## src/rtl/bmc_tx_pkg.sv

```systemverilog
package bmc_tx_pkg;

  localparam int AUD_W          = 24;
  localparam int SLOTS          = 32;
  localparam int HALF_PER_SUB   = 2 * SLOTS;
  localparam int HALF_PER_FRAME = 2 * HALF_PER_SUB;
  localparam int HC_W           = $clog2(HALF_PER_FRAME);
  localparam int SUB_W          = $clog2(HALF_PER_SUB);
  localparam int SLOT_W         = $clog2(SLOTS);
  localparam int PRE_HALVES     = 8;
  localparam int PRE_W          = $clog2(PRE_HALVES);
  localparam int NCH            = 2;

  localparam int SLOT_AUD0 = 4;
  localparam int SLOT_V    = 28;
  localparam int SLOT_U    = 29;
  localparam int SLOT_C    = 30;
  localparam int SLOT_P    = 31;

  typedef enum logic [1:0] {
    PRE_BLOCK = 2'd0,
    PRE_CHA   = 2'd1,
    PRE_CHB   = 2'd2
  } pre_kind_e;

  typedef struct packed {
    logic [AUD_W-1:0] aud;
    logic             vbit;
  } chan_word_t;

  // Bit i is half-cell i in send order, before XOR with the base level.
  function automatic logic [PRE_HALVES-1:0] pre_pattern(input pre_kind_e kind);
    logic [PRE_HALVES-1:0] pat;
    case (kind)
      PRE_BLOCK: pat = 8'h17;
      PRE_CHA:   pat = 8'h47;
      default:   pat = 8'h27;
    endcase
    return pat;
  endfunction

endpackage

```

## src/rtl/bmc_tx_timer.sv

```systemverilog
module bmc_tx_timer
  import bmc_tx_pkg::*;
#(
  parameter int NFRAMES = 192,
  localparam int FRM_W  = $clog2(NFRAMES)
) (
  input  logic             clk,
  input  logic             rst_n,
  input  logic             tx_en,
  output logic [HC_W-1:0]  hc,
  output logic [FRM_W-1:0] frm,
  output logic             frame_start,
  output logic             block_end
);

  localparam logic [HC_W-1:0]  HC_LAST  = HC_W'(HALF_PER_FRAME - 1);
  localparam logic [FRM_W-1:0] FRM_LAST = FRM_W'(NFRAMES - 1);

  logic [HC_W-1:0]  hc_q, hc_d;
  logic [FRM_W-1:0] frm_q, frm_d;
  logic             last_hc;

  assign last_hc = (hc_q == HC_LAST);

  always_comb begin
    hc_d  = hc_q;
    frm_d = frm_q;
    if (!tx_en) begin
      hc_d  = '0;
      frm_d = '0;
    end else begin
      hc_d = last_hc ? '0 : hc_q + 1'b1;
      if (last_hc) begin
        frm_d = (frm_q == FRM_LAST) ? '0 : frm_q + 1'b1;
      end
    end
  end

  always_ff @(posedge clk or negedge rst_n) begin
    if (!rst_n) begin
      hc_q  <= '0;
      frm_q <= '0;
    end else begin
      hc_q  <= hc_d;
      frm_q <= frm_d;
    end
  end

  assign hc          = hc_q;
  assign frm         = frm_q;
  assign frame_start = tx_en && (hc_q == '0);
  assign block_end   = tx_en && last_hc && (frm_q == FRM_LAST);

endmodule

```

## src/rtl/bmc_tx_blockbuf.sv

```systemverilog
module bmc_tx_blockbuf #(
  parameter int WORDS  = 6,
  parameter int WORD_W = 32,
  localparam int NBITS = WORDS * WORD_W,
  localparam int IDX_W = $clog2(NBITS),
  localparam int SEL_W = (WORDS > 1) ? $clog2(WORDS) : 1
) (
  input  logic              clk,
  input  logic              rst_n,
  input  logic              wr,
  input  logic [SEL_W-1:0]  sel,
  input  logic [WORD_W-1:0] wdata,
  input  logic              copy,
  input  logic [IDX_W-1:0]  bit_idx,
  output logic              bit_o,
  output logic              rdy
);

  logic [WORDS-1:0][WORD_W-1:0] stage_q, stage_d;
  logic [NBITS-1:0]             shadow_q, shadow_d;
  logic                         rdy_q, rdy_d;

  for (genvar w = 0; w < WORDS; w++) begin : g_word
    logic hit;
    assign hit = wr && (sel == SEL_W'(w));
    always_comb begin
      stage_d[w] = hit ? wdata : stage_q[w];
    end
  end

  always_comb begin
    shadow_d = copy ? stage_q : shadow_q;
    if (wr) begin
      rdy_d = 1'b0;
    end else if (copy) begin
      rdy_d = 1'b1;
    end else begin
      rdy_d = rdy_q;
    end
  end

  always_ff @(posedge clk or negedge rst_n) begin
    if (!rst_n) begin
      stage_q  <= '0;
      shadow_q <= '0;
      rdy_q    <= 1'b1;
    end else begin
      stage_q  <= stage_d;
      shadow_q <= shadow_d;
      rdy_q    <= rdy_d;
    end
  end

  assign bit_o = shadow_q[bit_idx];
  assign rdy   = rdy_q;

endmodule

```

## src/rtl/bmc_tx_framer.sv

```systemverilog
module bmc_tx_framer
  import bmc_tx_pkg::*;
(
  input  logic             clk,
  input  logic             rst_n,
  input  logic             frame_start,
  input  logic             smp_avail,
  input  logic [AUD_W-1:0] aud_a,
  input  logic [AUD_W-1:0] aud_b,
  input  logic             val_a,
  input  logic             val_b,
  input  logic             null_ok,
  input  logic             cs_bit,
  input  logic             ud_bit,
  input  logic             sub_sel,
  output logic [SLOTS-1:0] sub_bits,
  output logic             smp_take
);

  logic [AUD_W-1:0] aud_in [NCH];
  logic             val_in [NCH];
  chan_word_t       ch_q   [NCH];
  chan_word_t       ch_d   [NCH];
  chan_word_t       cur;

  assign aud_in[0] = aud_a;
  assign aud_in[1] = aud_b;
  assign val_in[0] = val_a;
  assign val_in[1] = val_b;

  for (genvar c = 0; c < NCH; c++) begin : g_chan
    always_comb begin
      ch_d[c] = ch_q[c];
      if (frame_start) begin
        if (smp_avail) begin
          ch_d[c].aud  = aud_in[c];
          ch_d[c].vbit = val_in[c];
        end else begin
          ch_d[c].aud  = '0;
          ch_d[c].vbit = ~null_ok;
        end
      end
    end

    always_ff @(posedge clk or negedge rst_n) begin
      if (!rst_n) begin
        ch_q[c] <= '0;
      end else begin
        ch_q[c] <= ch_d[c];
      end
    end
  end

  always_comb begin
    cur                           = sub_sel ? ch_q[1] : ch_q[0];
    sub_bits                      = '0;
    sub_bits[SLOT_AUD0 +: AUD_W]  = cur.aud;
    sub_bits[SLOT_V]              = cur.vbit;
    sub_bits[SLOT_U]              = ud_bit;
    sub_bits[SLOT_C]              = cs_bit;
    sub_bits[SLOT_P]              = ^sub_bits[SLOT_P-1:SLOT_AUD0];
  end

  assign smp_take = frame_start && smp_avail;

endmodule

```

## src/rtl/bmc_tx_encoder.sv

```systemverilog
module bmc_tx_encoder
  import bmc_tx_pkg::*;
(
  input  logic             clk,
  input  logic             rst_n,
  input  logic             tx_en,
  input  logic [HC_W-1:0]  hc,
  input  logic             first_frame,
  input  logic [SLOTS-1:0] sub_bits,
  output logic             line
);

  logic [SUB_W-1:0]      pos;
  logic [SLOT_W-1:0]     slot;
  logic                  second_half;
  logic                  in_pre;
  pre_kind_e             kind;
  logic [PRE_HALVES-1:0] pat;
  logic                  base;
  logic                  line_q, line_d;
  logic                  base_q, base_d;

  assign pos         = hc[SUB_W-1:0];
  assign slot        = pos[SUB_W-1:1];
  assign second_half = pos[0];
  assign in_pre      = (pos < SUB_W'(PRE_HALVES));

  always_comb begin
    if (hc[HC_W-1]) begin
      kind = PRE_CHB;
    end else if (first_frame) begin
      kind = PRE_BLOCK;
    end else begin
      kind = PRE_CHA;
    end
    pat  = pre_pattern(kind);
    base = (pos == '0) ? line_q : base_q;
  end

  always_comb begin
    line_d = line_q;
    base_d = base_q;
    if (!tx_en) begin
      line_d = 1'b0;
      base_d = 1'b0;
    end else begin
      if (pos == '0) begin
        base_d = line_q;
      end
      if (in_pre) begin
        line_d = pat[pos[PRE_W-1:0]] ^ base;
      end else if (!second_half) begin
        line_d = ~line_q;
      end else begin
        line_d = line_q ^ sub_bits[slot];
      end
    end
  end

  always_ff @(posedge clk or negedge rst_n) begin
    if (!rst_n) begin
      line_q <= 1'b0;
      base_q <= 1'b0;
    end else begin
      line_q <= line_d;
      base_q <= base_d;
    end
  end

  assign line = line_q;

endmodule

```

## src/rtl/bmc_tx_serializer.sv

```systemverilog
module bmc_tx_serializer
  import bmc_tx_pkg::*;
#(
  parameter int BLK_WORDS = 6,
  parameter int WORD_W    = 32,
  localparam int NFRAMES  = BLK_WORDS * WORD_W,
  localparam int FRM_W    = $clog2(NFRAMES),
  localparam int SEL_W    = (BLK_WORDS > 1) ? $clog2(BLK_WORDS) : 1
) (
  input  logic              clk,
  input  logic              rst_n,
  input  logic              tx_en,
  input  logic [23:0]       aud_a,
  input  logic [23:0]       aud_b,
  input  logic              smp_avail,
  output logic              smp_take,
  input  logic              val_a,
  input  logic              val_b,
  input  logic              null_ok,
  input  logic              cs_wr,
  input  logic [SEL_W-1:0]  cs_sel,
  input  logic [WORD_W-1:0] cs_wdata,
  output logic              cs_rdy,
  input  logic              ud_wr,
  input  logic [SEL_W-1:0]  ud_sel,
  input  logic [WORD_W-1:0] ud_wdata,
  output logic              ud_rdy,
  output logic              block_end,
  output logic              sdo
);

  logic [HC_W-1:0]  hc;
  logic [FRM_W-1:0] frm;
  logic             frame_start;
  logic             copy;
  logic             cs_bit;
  logic             ud_bit;
  logic [SLOTS-1:0] sub_bits;

  bmc_tx_timer #(.NFRAMES(NFRAMES)) u_timer (
    .clk         (clk),
    .rst_n       (rst_n),
    .tx_en       (tx_en),
    .hc          (hc),
    .frm         (frm),
    .frame_start (frame_start),
    .block_end   (block_end)
  );

  assign copy = block_end || !tx_en;

  bmc_tx_blockbuf #(.WORDS(BLK_WORDS), .WORD_W(WORD_W)) u_csbuf (
    .clk     (clk),
    .rst_n   (rst_n),
    .wr      (cs_wr),
    .sel     (cs_sel),
    .wdata   (cs_wdata),
    .copy    (copy),
    .bit_idx (frm),
    .bit_o   (cs_bit),
    .rdy     (cs_rdy)
  );

  bmc_tx_blockbuf #(.WORDS(BLK_WORDS), .WORD_W(WORD_W)) u_udbuf (
    .clk     (clk),
    .rst_n   (rst_n),
    .wr      (ud_wr),
    .sel     (ud_sel),
    .wdata   (ud_wdata),
    .copy    (copy),
    .bit_idx (frm),
    .bit_o   (ud_bit),
    .rdy     (ud_rdy)
  );

  bmc_tx_framer u_framer (
    .clk         (clk),
    .rst_n       (rst_n),
    .frame_start (frame_start),
    .smp_avail   (smp_avail),
    .aud_a       (aud_a),
    .aud_b       (aud_b),
    .val_a       (val_a),
    .val_b       (val_b),
    .null_ok     (null_ok),
    .cs_bit      (cs_bit),
    .ud_bit      (ud_bit),
    .sub_sel     (hc[HC_W-1]),
    .sub_bits    (sub_bits),
    .smp_take    (smp_take)
  );

  bmc_tx_encoder u_encoder (
    .clk         (clk),
    .rst_n       (rst_n),
    .tx_en       (tx_en),
    .hc          (hc),
    .first_frame (frm == '0),
    .sub_bits    (sub_bits),
    .line        (sdo)
  );

endmodule

```

## config.mk

```make
export PLATFORM = sky130hd
export DESIGN_NAME = bmc_tx_serializer
export DESIGN_NICKNAME = d
export VERILOG_FILES = /design/src/rtl/bmc_tx_pkg.sv /design/src/rtl/bmc_tx_timer.sv /design/src/rtl/bmc_tx_blockbuf.sv /design/src/rtl/bmc_tx_framer.sv /design/src/rtl/bmc_tx_encoder.sv /design/src/rtl/bmc_tx_serializer.sv
export SDC_FILE = /design/constraint.sdc
export NUM_CORES = 1
export LEC_CHECK = 0
export BUFFER_PORTS_ARGS = -buffer_cell sky130_fd_sc_hd__buf_2
export CAP_MARGIN = 20
export CORE_MARGIN = 2
export CORE_UTILIZATION = 30
export DETAILED_ROUTE_END_ITERATION = 10
export GPL_ROUTABILITY_DRIVEN = 0
export HOLD_SLACK_MARGIN = 0.12
export PLACE_DENSITY = 0.44
export SYNTH_ARGS = -nofsm -noshare
export SYNTH_HDL_FRONTEND = slang
export SYNTH_SLANG_ARGS = --single-unit
```

## constraint.sdc

```tcl
create_clock -name clk -period 6.05 [get_ports clk]
set_clock_uncertainty 0.05 [all_clocks]
set_input_delay 0.3025 -clock clk [delete_from_list [all_inputs] [get_ports clk]]
set_output_delay 0.3025 -clock clk [all_outputs]
set_load 0.005 [all_outputs]
```

==> out/qor.yml <==
crit_chain: "buf_12, mux4_2, mux4_2, mux4_2, o311ai_2, a21o_1, a31oi_1, o221a_1, o21ai_1, or3b_1, a21oi_1"
critPathMaxStageDelay_ps: 950
fill_cells: 11200
place_area_um2: 37800
vias: 20100
synth_seq_area_share: 0.592
crit_path_start_kind: "flop"
cts_buffers: 98
post_cts_resized: 0
synthSimpleGateAreaFrac: 0.0268
finalWirelength_um: 92200
grt_util_all_layers: 0.154
fin_hold_ws_ps: 195
portBuffers: 131
syn_nets: 2425
clk_latency_ps: 670
synth_flop_cell: "dfrtp_1"
die_h_um: 348
final_max_slew_viol_count: 0
synth.cell_area_um2: 35400
drive_above_1_share: 0.469
finalInstanceArea_um2: 42200
cts_sinks: 837
rsz0062_at_grt: "false"
num_io_pins: 132
synthArstFlopShare: 1.00
num_rows: 126
path_clk_slew_ps: 60
dpl.hpwl_um: 59700
cpLargestDelayFamily: "multiplexers"
wl_per_cell_um: 22.2
hold_path_class: "primary input to flop"
crit_arrival_ps: 5130
htree_levels: 3
n_antenna_cell: 0
busiest_layer: "met2"
post-route-period-util: 0.758
ant_nets: 0
tns_ps: 0
grtUsageMet1: 0.212
avgSynthCellArea_um2: 15.4
status: "finished clean"
dp_cells: 3852
cts_buffer_depth: 3
synth_edf_count: 0
setup-violations-final: 0
area.growth.synth_to_final_pct: 19.3
fp.dieW_um: 348
grt_pass1_wl_um: 141000
grt.overflow.total: 0
cts_root_buf: "clkbuf_16"
synth_cell_types: 53
cp_common_cell: "mux4_2"
yosysWarnings: 0
synth_adder_area_share: 0.00141
slowest_stage: "dfrtp_4"
p_leak_nw: 17.6
synth_compound_area_frac: 0.0202
postCtsSetupBuffers: 0
die_area_um2: 121000
viasPerCell: 4.83
synth_top_family_by_area: "multiplexers"
max_slew_margin: 0.322
path_class: "flop to flop"
drtIter0Drc: 1092
cp-end-kind: "flop"
synthXorXnorAreaFrac: 0.0119
route.detailed.drc: 0
synth_cells: 2294
start_util: 0.301
grtUsageMet3: 0.0255
drtPass1Iterations: 5
fin_cells: 4154
core_area_um2: 118000
grt_pass1_vias: 21700
final-hold-violation-count: 0
ys_ff_latch: 837
timing.final.crit_period_ps: 4590
tightest_slew_ps: 1020
maxCapViolations: 0
finalPower_mw: 16.1
muxShareOfSynthArea: 0.329
path_buf_inv: 1
powerDensity_nw_per_um2: 381
grt_max_degree: 174
grt_util_met2: 0.249
final_nets: 2669
path_max_fanout: 39
fmax_ghz: 0.218
required_ps: 6600
ir_drop_mv: 0.227
antenna_found_initial: 2
cts_tree: "built"
-- path summary, 6_finish.rpt --
| path | startpoint | end | slack (ps) | cells past startpoint |
|---|---|---|---|---|
| max | u_timer.frm[0] | u_encoder.line | 1460 | 11 |
| min reg2reg | u_udbuf.stage_q[55] | u_udbuf.shadow_q[55] | 440 | 1 |
| min in group asynchronous | rst_n | u_framer.ch_q[46] | 260 | 2 |
| max reg2reg | u_timer.frm[0] | u_encoder.line | 1460 | 11 |
| min | smp_avail | u_framer.ch_q[40] | 200 | 3 |
| max in group asynchronous | rst_n | u_csbuf.stage_q[109] | 4160 | 3 |
-- cell usage in the layout, fill, tap and decap left out, types with 5 or more instances in the layout --
cell	netlist	routed
xor2_1	29	29
buf_12	0	11
mux4_2	111	111
a211oi_1	5	5
buf_2	49	130
xnor2_1	19	19
clkbuf_16	0	100
inv_1	5	5
mux2_2	775	775
a21oi_1	14	14
o21ai_0	61	61
nand3_1	14	12
nor2b_1	8	8
clkinv_2	0	16
clkbuf_8	0	22
dlygate4sd3_1	0	122
nor2_1	25	23
clkbuf_1	68	28
nand2_1	124	124
buf_4	6	25
mux2i_1	41	41
nor3_1	7	5
dfrtp_1	835	830
-- synth_stat cells (5+ instances only) --
cell type / instances / area (um2)
xnor2_1: 19 / 166
a211oi_1: 5 / 37.5
nand2_1: 124 / 465
nor3_1: 7 / 35.0
mux2i_1: 41 / 410
o21ai_0: 61 / 305
mux2_2: 775 / 8730
inv_1: 5 / 18.8
a21oi_1: 14 / 70.1
dfrtp_1: 835 / 20900
clkbuf_1: 68 / 255
buf_1: 18 / 67.6
nand3_1: 14 / 70.1
mux4_2: 111 / 2500
buf_4: 6 / 45.0
buf_2: 49 / 245
nor3b_1: 5 / 37.5
nor2_1: 25 / 93.8
nor2b_1: 8 / 50.1
xor2_1: 29 / 254
-- metrics by stage --
step | setup slack [ps] | utilization
floorplan | 2530 | -
global placement | 1290 | 0.321
detailed placement | 1390 | 0.321
CTS | 1390 | 0.359
global route | 1100 | 0.359
finish | 1460 | 0.359
-- sequential cells by signal, indices dropped and copies added (netlist names) --
signal / flops
u_udbuf.stage_q: 192
u_encoder.line: 1
u_csbuf.shadow_q: 192
u_timer.frm: 8
u_csbuf.stage_q: 192
u_framer.ch_q: 50
u_timer.hc: 7
u_csbuf.rdy: 1
u_udbuf.shadow_q: 192
u_udbuf.rdy: 1
u_encoder.base_q: 1
-- final cells by class --
| class | count | area [um2] | share of cell area |
|---|---|---|---|
| well taps | 1536 | 1920 | 0.0455 |
| repair buffers | 289 | 2290 | 0.0543 |
| inverters | 6 | 22.5 | 0.000533 |
| multi-input cells | 1306 | 13800 | 0.327 |
| clock inverters | 30 | 307 | 0.00726 |
| clock buffers | 150 | 2910 | 0.0689 |
| flip-flops and latches | 837 | 21000 | 0.496 |
-- worst min-delay path, cell delays in order --
cell,delay (ps)
buf_2,340
nand2_1,140
o21ai_0,80
-- layer usage --
layer	part of all wire	up-vias
li1	-	8820
met1	0.47	10800
met2	0.47	316
met3	0.036	138
met4	0.025	4
met5	0.00015	-
-- cells by family (layout without fill, tap and decap cells) --
kind of cell | Yosys count | after routing
muxes | 927 | 927
DFF | 837 | 837
and+or+nand+nor | 210 | 210
buffers and inverters | 151 | 475
AOI/OAI and AO/OA | 117 | 117
xor gates and xnor gates | 48 | 48
adders and majority gates | 4 | 4
-- power breakdown --
| group | switching [mW] | internal (mW) |
|---|---|---|
| Clock | 2.37 | 3.48 |
| Sequential | 0.892 | 6.92 |
| Combinational | 0.941 | 1.50 |
| Total | 4.20 | 11.9 |
-- what timing repair did --
| action | CTS | global route |
|---|---|---|
| hold buffers | 122 | 0 |
| setup endpoints to repair | 0 | 0 |
| endpoints found under the hold margin | 550 | 0 |
Power figures use the tool's default switching activity.
